$ cat src/rtl/wdog_pkg.sv
package wdog_pkg;

    localparam int CODE_W     = 4;
    localparam int NUM_FIELDS = 2;
    localparam int CFG_W      = CODE_W * NUM_FIELDS;
    localparam int MAX_CODE   = 11;
    localparam int BASE_LOG2  = 3;
    localparam int CNT_W      = BASE_LOG2 + MAX_CODE;

    typedef logic [CODE_W-1:0] code_t;
    typedef logic [CNT_W-1:0]  cnt_t;

    // field order matters: closed-span code in the upper nibble
    typedef struct packed {
        code_t win;
        code_t per;
    } cfg_t;

    typedef enum logic [1:0] {
        PH_IDLE   = 2'd0,
        PH_CLOSED = 2'd1,
        PH_OPEN   = 2'd2
    } phase_e;

    function automatic logic code_ok(code_t c);
        return ({28'd0, c} <= 32'(MAX_CODE));
    endfunction

    // last count value of a span: 8 * 2^N - 1 ticks, code clamped to the legal range
    function automatic cnt_t span_last(code_t c);
        logic [31:0] n;
        logic [31:0] full;
        n    = code_ok(c) ? {28'd0, c} : 32'(MAX_CODE);
        full = (32'd1 << (32'(BASE_LOG2) + n)) - 32'd1;
        return full[CNT_W-1:0];
    endfunction

endpackage

$ cat src/rtl/wdog_span.sv
module wdog_span
    import wdog_pkg::*;
(
    input  code_t code_i,
    output cnt_t  last_o
);

    always_comb begin
        last_o = span_last(code_i);
    end

endmodule

$ cat src/rtl/wdog_cfg_bank.sv
module wdog_cfg_bank
    import wdog_pkg::*;
(
    input  logic clk,
    input  logic rst,
    input  cfg_t cfg_default_i,
    input  logic wr_i,
    input  cfg_t wdata_i,
    input  logic armed_i,
    input  logic mode_i,
    output cfg_t cfg_o,
    output logic mode_o,
    output cfg_t rdata_o,
    output logic err_o
);

    cfg_t                  cfg_q;
    logic                  mode_q;
    logic                  err_q;
    logic [NUM_FIELDS-1:0] field_ok;
    logic [CFG_W-1:0]      wbits;

    assign wbits = wdata_i;

    for (genvar f = 0; f < NUM_FIELDS; f++) begin : g_field
        assign field_ok[f] = code_ok(wbits[f*CODE_W +: CODE_W]);
    end

    always_ff @(posedge clk) begin
        if (rst) begin
            cfg_q  <= cfg_default_i;
            mode_q <= 1'b0;
            err_q  <= 1'b0;
        end else if (!armed_i) begin
            mode_q <= mode_i;
            if (wr_i) begin
                if (&field_ok) begin
                    cfg_q <= wdata_i;
                end else begin
                    err_q <= 1'b1;
                end
            end
        end
    end

    assign cfg_o   = cfg_q;
    assign mode_o  = mode_q;
    assign err_o   = err_q;
    assign rdata_o = armed_i ? cfg_t'('0) : cfg_q;

endmodule

$ cat src/rtl/wdog_seq.sv
module wdog_seq
    import wdog_pkg::*;
(
    input  logic   clk,
    input  logic   rst,
    input  logic   en_i,
    input  logic   tick_i,
    input  logic   clear_i,
    input  logic   win_mode_i,
    input  cnt_t   win_last_i,
    input  cnt_t   per_last_i,
    output phase_e phase_o,
    output cnt_t   cnt_o,
    output logic   req_o
);

    phase_e phase_q;
    phase_e start_ph;
    phase_e cur_ph;
    cnt_t   cnt_q;
    logic   req_q;

    always_comb begin
        start_ph = win_mode_i ? PH_CLOSED : PH_OPEN;
        cur_ph   = (phase_q == PH_IDLE) ? start_ph : phase_q;
    end

    always_ff @(posedge clk) begin
        if (rst || !en_i) begin
            phase_q <= PH_IDLE;
            cnt_q   <= '0;
            req_q   <= 1'b0;
        end else begin
            req_q <= 1'b0;
            unique case (cur_ph)
                PH_CLOSED: begin
                    if (clear_i) begin
                        req_q   <= 1'b1;
                        phase_q <= PH_CLOSED;
                        cnt_q   <= '0;
                    end else if (tick_i) begin
                        if (cnt_q == win_last_i) begin
                            phase_q <= PH_OPEN;
                            cnt_q   <= '0;
                        end else begin
                            phase_q <= PH_CLOSED;
                            cnt_q   <= cnt_q + cnt_t'(1);
                        end
                    end else begin
                        phase_q <= PH_CLOSED;
                    end
                end
                default: begin
                    if (clear_i) begin
                        phase_q <= start_ph;
                        cnt_q   <= '0;
                    end else if (tick_i) begin
                        if (cnt_q == per_last_i) begin
                            req_q   <= 1'b1;
                            phase_q <= start_ph;
                            cnt_q   <= '0;
                        end else begin
                            phase_q <= PH_OPEN;
                            cnt_q   <= cnt_q + cnt_t'(1);
                        end
                    end else begin
                        phase_q <= PH_OPEN;
                    end
                end
            endcase
        end
    end

    assign phase_o = phase_q;
    assign cnt_o   = cnt_q;
    assign req_o   = req_q;

endmodule

$ cat src/rtl/window_watchdog.sv
module window_watchdog
    import wdog_pkg::*;
(
    input  logic       clk,
    input  logic       rst,
    input  logic       tick_i,
    input  logic       clear_i,
    input  logic       wdg_en_i,
    input  logic       win_mode_i,
    input  logic [7:0] cfg_default_i,
    input  logic       cfg_wr_i,
    input  logic [7:0] cfg_wdata_i,
    output logic [7:0] cfg_rdata_o,
    output logic       cfg_err_o,
    output logic       rst_req_o
);

    cfg_t             cfg_w;
    cfg_t             rdata_w;
    logic             mode_w;
    logic [CFG_W-1:0] cfg_bits;
    cnt_t             last_w [NUM_FIELDS];
    phase_e           phase_w;
    cnt_t             cnt_w;

    wdog_cfg_bank u_cfg (
        .clk           (clk),
        .rst           (rst),
        .cfg_default_i (cfg_t'(cfg_default_i)),
        .wr_i          (cfg_wr_i),
        .wdata_i       (cfg_t'(cfg_wdata_i)),
        .armed_i       (wdg_en_i),
        .mode_i        (win_mode_i),
        .cfg_o         (cfg_w),
        .mode_o        (mode_w),
        .rdata_o       (rdata_w),
        .err_o         (cfg_err_o)
    );

    assign cfg_bits    = cfg_w;
    assign cfg_rdata_o = rdata_w;

    // field 0: time-out / open span, field 1: closed span
    for (genvar f = 0; f < NUM_FIELDS; f++) begin : g_span
        wdog_span u_span (
            .code_i (cfg_bits[f*CODE_W +: CODE_W]),
            .last_o (last_w[f])
        );
    end

    wdog_seq u_seq (
        .clk        (clk),
        .rst        (rst),
        .en_i       (wdg_en_i),
        .tick_i     (tick_i),
        .clear_i    (clear_i),
        .win_mode_i (mode_w),
        .win_last_i (last_w[1]),
        .per_last_i (last_w[0]),
        .phase_o    (phase_w),
        .cnt_o      (cnt_w),
        .req_o      (rst_req_o)
    );

endmodule

$ cat config.mk
export PLATFORM = sky130hd
export DESIGN_NAME = window_watchdog
export DESIGN_NICKNAME = d
export VERILOG_FILES = /design/src/rtl/wdog_pkg.sv /design/src/rtl/wdog_span.sv /design/src/rtl/wdog_cfg_bank.sv /design/src/rtl/wdog_seq.sv /design/src/rtl/window_watchdog.sv
export SDC_FILE = /design/constraint.sdc
export NUM_CORES = 1
export LEC_CHECK = 0
export BUFFER_PORTS_ARGS = -buffer_cell sky130_fd_sc_hd__buf_2
export CAP_MARGIN = 20
export CORE_UTILIZATION = 40
export DETAILED_ROUTE_END_ITERATION = 10
export HOLD_SLACK_MARGIN = 0.02
export PLACE_DENSITY = 0.67
export SETUP_SLACK_MARGIN = 0.3
export SLEW_MARGIN = 40
export SYNTH_ARGS = -nofsm -noshare
export SYNTH_HDL_FRONTEND = slang
export SYNTH_SLANG_ARGS = --single-unit
$ cat constraint.sdc
create_clock -name clk -period 4.67 [get_ports clk]
set_input_delay 0.934 -clock clk [delete_from_list [all_inputs] [get_ports clk]]
set_output_delay 0.934 -clock clk [all_outputs]
set_load 0.05 [all_outputs]
==> results of run 1 <==
-- power groups by stage --
stage / registers (W) / clock network, W / logic [W]
4_1_cts: 0.000278 / 0.000143 / 0.000124
2_1_floorplan: 0.000266 / 0 / 0.000115
3_3_place_gp: 0.000284 / 0 / 0.000122
6_report: 0.000278 / 0.000138 / 0.000125
5_1_grt: 0.000282 / 0.000149 / 0.000139
3_5_place_dp: 0.000284 / 0 / 0.000123
-- state kept, by name, summed over array words and instances (netlist names) --
signal and flops:
u_seq.cnt_o 14, u_cfg.cfg_o 8, u_seq.phase_o 2, u_cfg.err_o 1, u_cfg.mode_o 1, u_seq.req_o 1
-- critical path, delay by kind of cell --
family | cells | cell delay [ps]
buffers and inverters | 2 | 440
and+or+nand+nor | 1 | 130
-- how the worst min path moves through the flow --
| stage | startpoint | end |
|---|---|---|
| floorplan | u_seq.cnt_o[1] | u_seq.cnt_o[1] |
| global placement | u_cfg.err_o | u_cfg.err_o |
| detailed placement | u_cfg.err_o | u_cfg.err_o |
| CTS | u_cfg.err_o | u_cfg.err_o |
| global route | u_cfg.err_o | u_cfg.err_o |
| finish | u_cfg.err_o | u_cfg.err_o |
-- Yosys cell counts, drive strengths merged, types with 2 or more instances --
cell type / number
nand2b: 4
o21ai: 12
ha: 3
nand2: 17
mux2i: 4
xnor2: 16
edfxtp: 8
nand4: 4
a31oi: 3
nor4b: 2
inv: 7
o211ai: 2
nand3: 8
nor4: 7
a21o: 3
mux2: 8
or3: 2
a211o: 2
dfxtp: 19
nor3: 8
xor2: 7
nor3b: 3
clkbuf: 8
and3: 4
nor2: 25
a21oi: 12
nor2b: 10
buf: 11
o32ai: 2
-- kinds of logic (layout without fill, tap and decap cells) --
kind of cell	count (synthesis)	after routing
adder cells (fa/ha/maj)	3	3
AND/OR/NAND/NOR	101	101
AO/OA/AOI/OAI	48	48
XOR/XNOR	23	23
multiplexers	12	12
flip-flops	27	27
buffers and inverters	26	43
other	1	4
-- area by class of cell --
class / instances / share of cell area
inverters: 7 / 0.0119
clock inverters: 1 / 0.00227
well taps: 67 / 0.0379
flip-flops and latches: 27 / 0.281
clock buffers: 3 / 0.0187
multi-input cells: 191 / 0.576
repair buffers: 32 / 0.0725
-- through the flow --
stage | worst slack (ps) | instance area, µm²
2_1_floorplan | 1890 | 2010
3_3_place_gp | 2250 | 2160
3_5_place_dp | 2220 | 2160
4_1_cts | 2210 | 2210
5_1_grt | 1970 | 2210
6_report | 2220 | 2210
-- per-layer routing --
layer | vias to the layer above | routed length, µm | GRT usage
met3 | 8 | 200 | 0.0290
met2 | 42 | 1850 | 0.292
li1 | 893 | - | -
met4 | 0 | 52 | 0.0479
met5 | - | 0 | 0
met1 | 781 | 2160 | 0.250
==> impl_metrics.json, run 1 <==
{
  "status": "completed",
  "fill_cells": 495,
  "cts_root_buf": "clkbuf_8",
  "grt_pass1_wl_mm": 7.46,
  "final_cells": 328,
  "htreeDepth": 1,
  "portBuffers": 32,
  "ys_warn_count": 0,
  "die_h_um": 72.7,
  "worstPathArrival_ps": 1510,
  "post_drt_wl_per_cell_um": 13.0,
  "cts.sinks": 27,
  "cts_buffer_depth": 2,
  "syn_avg_cell_area_um2": 8.30,
  "synthFlopType": "dfxtp_1",
  "power_density_nw_per_um2": 245,
  "synth-simple-area-share": 0.275,
  "total_power_w": 0.000541,
  "num_antenna_cells": 0,
  "pin_count": 33,
  "die_w_um": 72.7,
  "dp_hpwl_mm": 3.19,
  "coreArea_um2": 4750,
  "start_util": 0.421,
  "start_kind": "primary input",
  "synth_xor_area_frac": 0.101,
  "r2r_cells": 7,
  "clkTransAtPathRegs_ps": 100,
  "grt_pass1_vias": 1617,
  "vias": 1724,
  "power_leakage_nw": 0.782,
  "antenna_left": 0,
  "crit_start": "wdg_en_i",
  "synthArstFlopShare": 0,
  "layout_commonest_cell": "buf_2",
  "cts_tree": "built",
  "syn_area_um2": 2000,
  "netSwitchingFraction": 0.323,
  "pwr-share-comb": 0.231,
  "grt_max_degree": 17,
  "hold_ws_ps": 480,
  "vias_per_cell": 5.26,
  "worstHoldPathType": "reg2reg",
  "dieArea_um2": 5290,
  "slowest_delay_ps": 270,
  "worst_r2r_endpoint": "u_seq.cnt_o[9]",
  "endpoint_kind": "primary output",
  "relSlewSlack": 0.515,
  "synth_compound_area_frac": 0.169,
  "num_rows": 25,
  "grtUsageTotal": 0.180,
  "p_seq_frac": 0.515,
  "drcViolationCount": 0,
  "cts.repair.resized": 0,
  "dp.cells": 324,
  "p_sw_w": 0.000175,
  "synth_top_family_by_area": "simple AND/OR/NAND/NOR gates",
  "wl_mm": 4.26,
  "syn_inst": 241,
  "p_int_w": 0.000366,
  "synth_top_area_share": 0.190,
  "period_minus_slack_ps": 2450,
  "synthAdderAreaFrac": 0.0188,
  "area_growth_pct": 10.5,
  "final_util": 0.465,
  "worst_clock_skew_ps": 4.15,
  "fmax_mhz": 408,
  "yosys.area.top_type": "dfxtp_1",
  "totalNegativeSetupSlack_ps": 0,
  "fin_nets": 288,
  "crit_path_end": "cfg_rdata_o[6]",
  "gp_congestion": 0.798,
  "numCtsBuffers": 3,
  "r2r-start": "u_cfg.cfg_o[2]",
  "finalHoldViolations": 0,
  "crit_type": "in2out",
  "critPathMaxFanout": 11,
  "dr.first_iter.drc_count": 82,
  "yosysSeqAreaShare": 0.310,
  "antenna_found_initial": 0,
  "synth_cell_types": 55,
  "setup_viol": 0,
  "max_cap_violations": 0,
  "grt_remaining_overflow": 0,
  "synth_edf_count": 8,
  "cp.required_ps": 3740,
  "drtPass1Iterations": 4,
  "regArea_um2": 621,
  "period_share": 0.524,
  "hold_depth": 2,
  "synth.top_cells.by_area": "dfxtp_1 (19%), edfxtp_1 (12%), xnor2_1 (7.0%)",
  "crit_path_cell_trace": "buf_2 -> nor2b_1 -> buf_2",
  "clk-insertion-delay-late_ps": 280,
  "rsz0062_at_grt": "false",
  "p_clk_frac": 0.255,
  "drive_gt1_frac": 0.192,
  "multi_input_area_um2": 1270,
  "post_cts_buffers": 0,
  "crit_path_frequent_cell": "buf_2",
  "cp_slowest_cell": "buf_2",
  "reg2reg_slack_ps": 2240,
  "ys_seq_elements": 27,
  "ir_drop_mv": 0.174,
  "hold_buffers": 0,
  "drv_slew": 0,
  "mostFrequentLayoutCells": "buf_2 (32), nor2_1 (25), dfxtp_1 (19)",
  "worst_pin_slew_ps": 726,
  "synthMuxAreaShare": 0.0651
}
Power figures use the tool's default switching activity.
==> inputs of run 2 (changes only) <==
clock period = 2.56 ns   (was 4.67 ns; I/O delays follow)
==> impl_metrics.json, run 2 (synthesis results as in run 1) <==
{
  "cts.sinks": 27,
  "fill_cells": 471,
  "min_from": "win_mode_i",
  "largest_reg_flops": 14,
  "r2r_cells": 8,
  "max_cap_violations": 0,
  "die_w_um": 72.7,
  "layout_commonest_cell": "buf_2",
  "period_minus_slack_ps": 2280,
  "endpoint_kind": "register",
  "drv_slew": 0,
  "rsz0062_at_grt": "true",
  "gp_congestion": 0.786,
  "grt_pass1_vias": 1655,
  "power_leakage_nw": 0.917,
  "power_density_nw_per_um2": 426,
  "relSlewSlack": 0.648,
  "worst_pin_slew_ps": 526,
  "fin_nets": 313,
  "critPathTopFamily": "simple AND/OR/NAND/NOR gates",
  "critPathMaxFanout": 7,
  "num_antenna_cells": 0,
  "vias": 1858,
  "cts_root_buf": "clkbuf_8",
  "grt_remaining_overflow": 0,
  "status": "completed",
  "cp.required_ps": 2730,
  "hold_depth": 3,
  "num_rows": 25,
  "crit_type": "reg2reg",
  "drive_gt1_frac": 0.280,
  "drtPass1Iterations": 4,
  "worst_clock_skew_ps": 6.41,
  "antenna_left": 0,
  "post_drt_wl_per_cell_um": 13.8,
  "wl_mm": 4.87,
  "clk-insertion-delay-late_ps": 270,
  "coreArea_um2": 4750,
  "grt_pass1_wl_mm": 7.98,
  "worstHoldPathType": "in2reg",
  "grtUsageTotal": 0.192,
  "mostFrequentLayoutCells": "buf_2 (32), nor2_1 (25), buf_4 (19), dfxtp_1 (19), nand2_1 (17)",
  "dieArea_um2": 5290,
  "die_h_um": 72.7,
  "worstPathArrival_ps": 2450,
  "grt_max_degree": 17,
  "cts_buffer_depth": 2,
  "start_util": 0.421,
  "clkTransAtPathRegs_ps": 100,
  "crit_path_cell_trace": "buf_6 -> or3_1 -> mux2i_1 -> a21oi_2 -> nor4_4 -> a32oi_4 -> o21ai_4 -> nor2_1",
  "ir_drop_mv": 0.275,
  "portBuffers": 32,
  "htreeDepth": 1,
  "antenna_found_initial": 0,
  "fmax_mhz": 438,
  "area_growth_pct": 24.4,
  "worst_r2r_endpoint": "u_seq.cnt_o[12]",
  "finalHoldViolations": 0,
  "start_kind": "register",
  "drcViolationCount": 0,
  "slowest_delay_ps": 510,
  "dp_hpwl_mm": 3.40,
  "hold_ws_ps": 468,
  "cts_tree": "built",
  "pin_count": 33,
  "r2r-start": "u_cfg.cfg_o[3]",
  "holdPathEnd": "u_cfg.mode_o",
  "period_share": 0.892,
  "path_buf_inv": 1,
  "vias_per_cell": 5.26,
  "numCtsBuffers": 3,
  "cp_slowest_cell": "edfxtp_1",
  "reg2reg_slack_ps": 280,
  "dr.first_iter.drc_count": 99,
  "totalNegativeSetupSlack_ps": 0,
  "setup_viol": 0
}
-- run 2: changes by cell type in the layout (fill, tap and decap cells not counted), moves of 2 or more --
cell      delta
a21oi_2      +2
clkbuf_2     +2
a21oi_1      -2
buf_4       +19
nor4_1       -2
-- run 2: where the power goes --
| group | total, W | leakage [nW] | internal (W) | switching (W) |
|---|---|---|---|---|
| registers | 0.000493 | 0.233 | 0.000463 | 0.0000302 |
| logic | 0.000323 | 0.659 | 0.000147 | 0.000176 |
| clock network | 0.000244 | 0.0255 | 0.000109 | 0.000135 |
| total | 0.00106 | 0.917 | 0.000719 | 0.000341 |
-- run 2: worst max-delay path by stage --
stage	start	end	cells after the start
6_report	u_cfg.cfg_o[3]	u_seq.cnt_o[12]	8
5_1_grt	u_cfg.cfg_o[3]	u_seq.cnt_o[6]	7
4_1_cts	u_cfg.cfg_o[3]	u_seq.cnt_o[5]	7
3_5_place_dp	u_cfg.cfg_o[3]	u_seq.cnt_o[12]	7
3_3_place_gp	u_cfg.cfg_o[3]	u_seq.cnt_o[6]	7
2_1_floorplan	u_cfg.cfg_o[2]	u_seq.cnt_o[10]	8
-- run 2: metal layers --
| metal | vias up | track usage | part of all wire |
|---|---|---|---|
| met5 | - | 0 | 0 |
| met4 | 0 | 0.0370 | 0.0072 |
| met3 | 6 | 0.0180 | 0.035 |
| met2 | 48 | 0.315 | 0.47 |
| met1 | 858 | 0.275 | 0.49 |
| li1 | 946 | - | - |
-- run 2: repair_timing --
action                                  CTS  global route
gates cloned                              1             0
resized for setup                         3             9
pin swaps                                 3            12
buffers inserted                          7            13
hold buffers                              0             0
endpoints found under the setup margin    9            15
-- run 2: through the flow --
stage          setup slack (ps)  power (W)  instance area, µm²  utilization  std cells
2_1_floorplan               492   0.000695                2010            -        244
3_5_place_dp                188   0.000745                2190        0.461        328
4_1_cts                     294    0.00101                2330        0.490        340
6_report                    278    0.00106                2490        0.523        353
3_3_place_gp                240   0.000742                2190        0.461        328
5_1_grt                     164    0.00111                2490        0.523        353
-- run 2: final cells by class --
type                       count  area, µm²  area share
multi-input combinational    192       1350       0.544
sequential                    27        621       0.249
timing repair buffer          56        357       0.143
tap                           67       83.8      0.0337
clock buffer                   3       41.3      0.0166
inverter                       7       26.3      0.0106
clock inverter                 1       5.00     0.00201
-- run 2: worst min-delay path, delay by kind of cell --
kind | cells | cell delay [ps]
buffers and inverters | 1 | 70
muxes | 1 | 50
and+or+nand+nor | 1 | 80
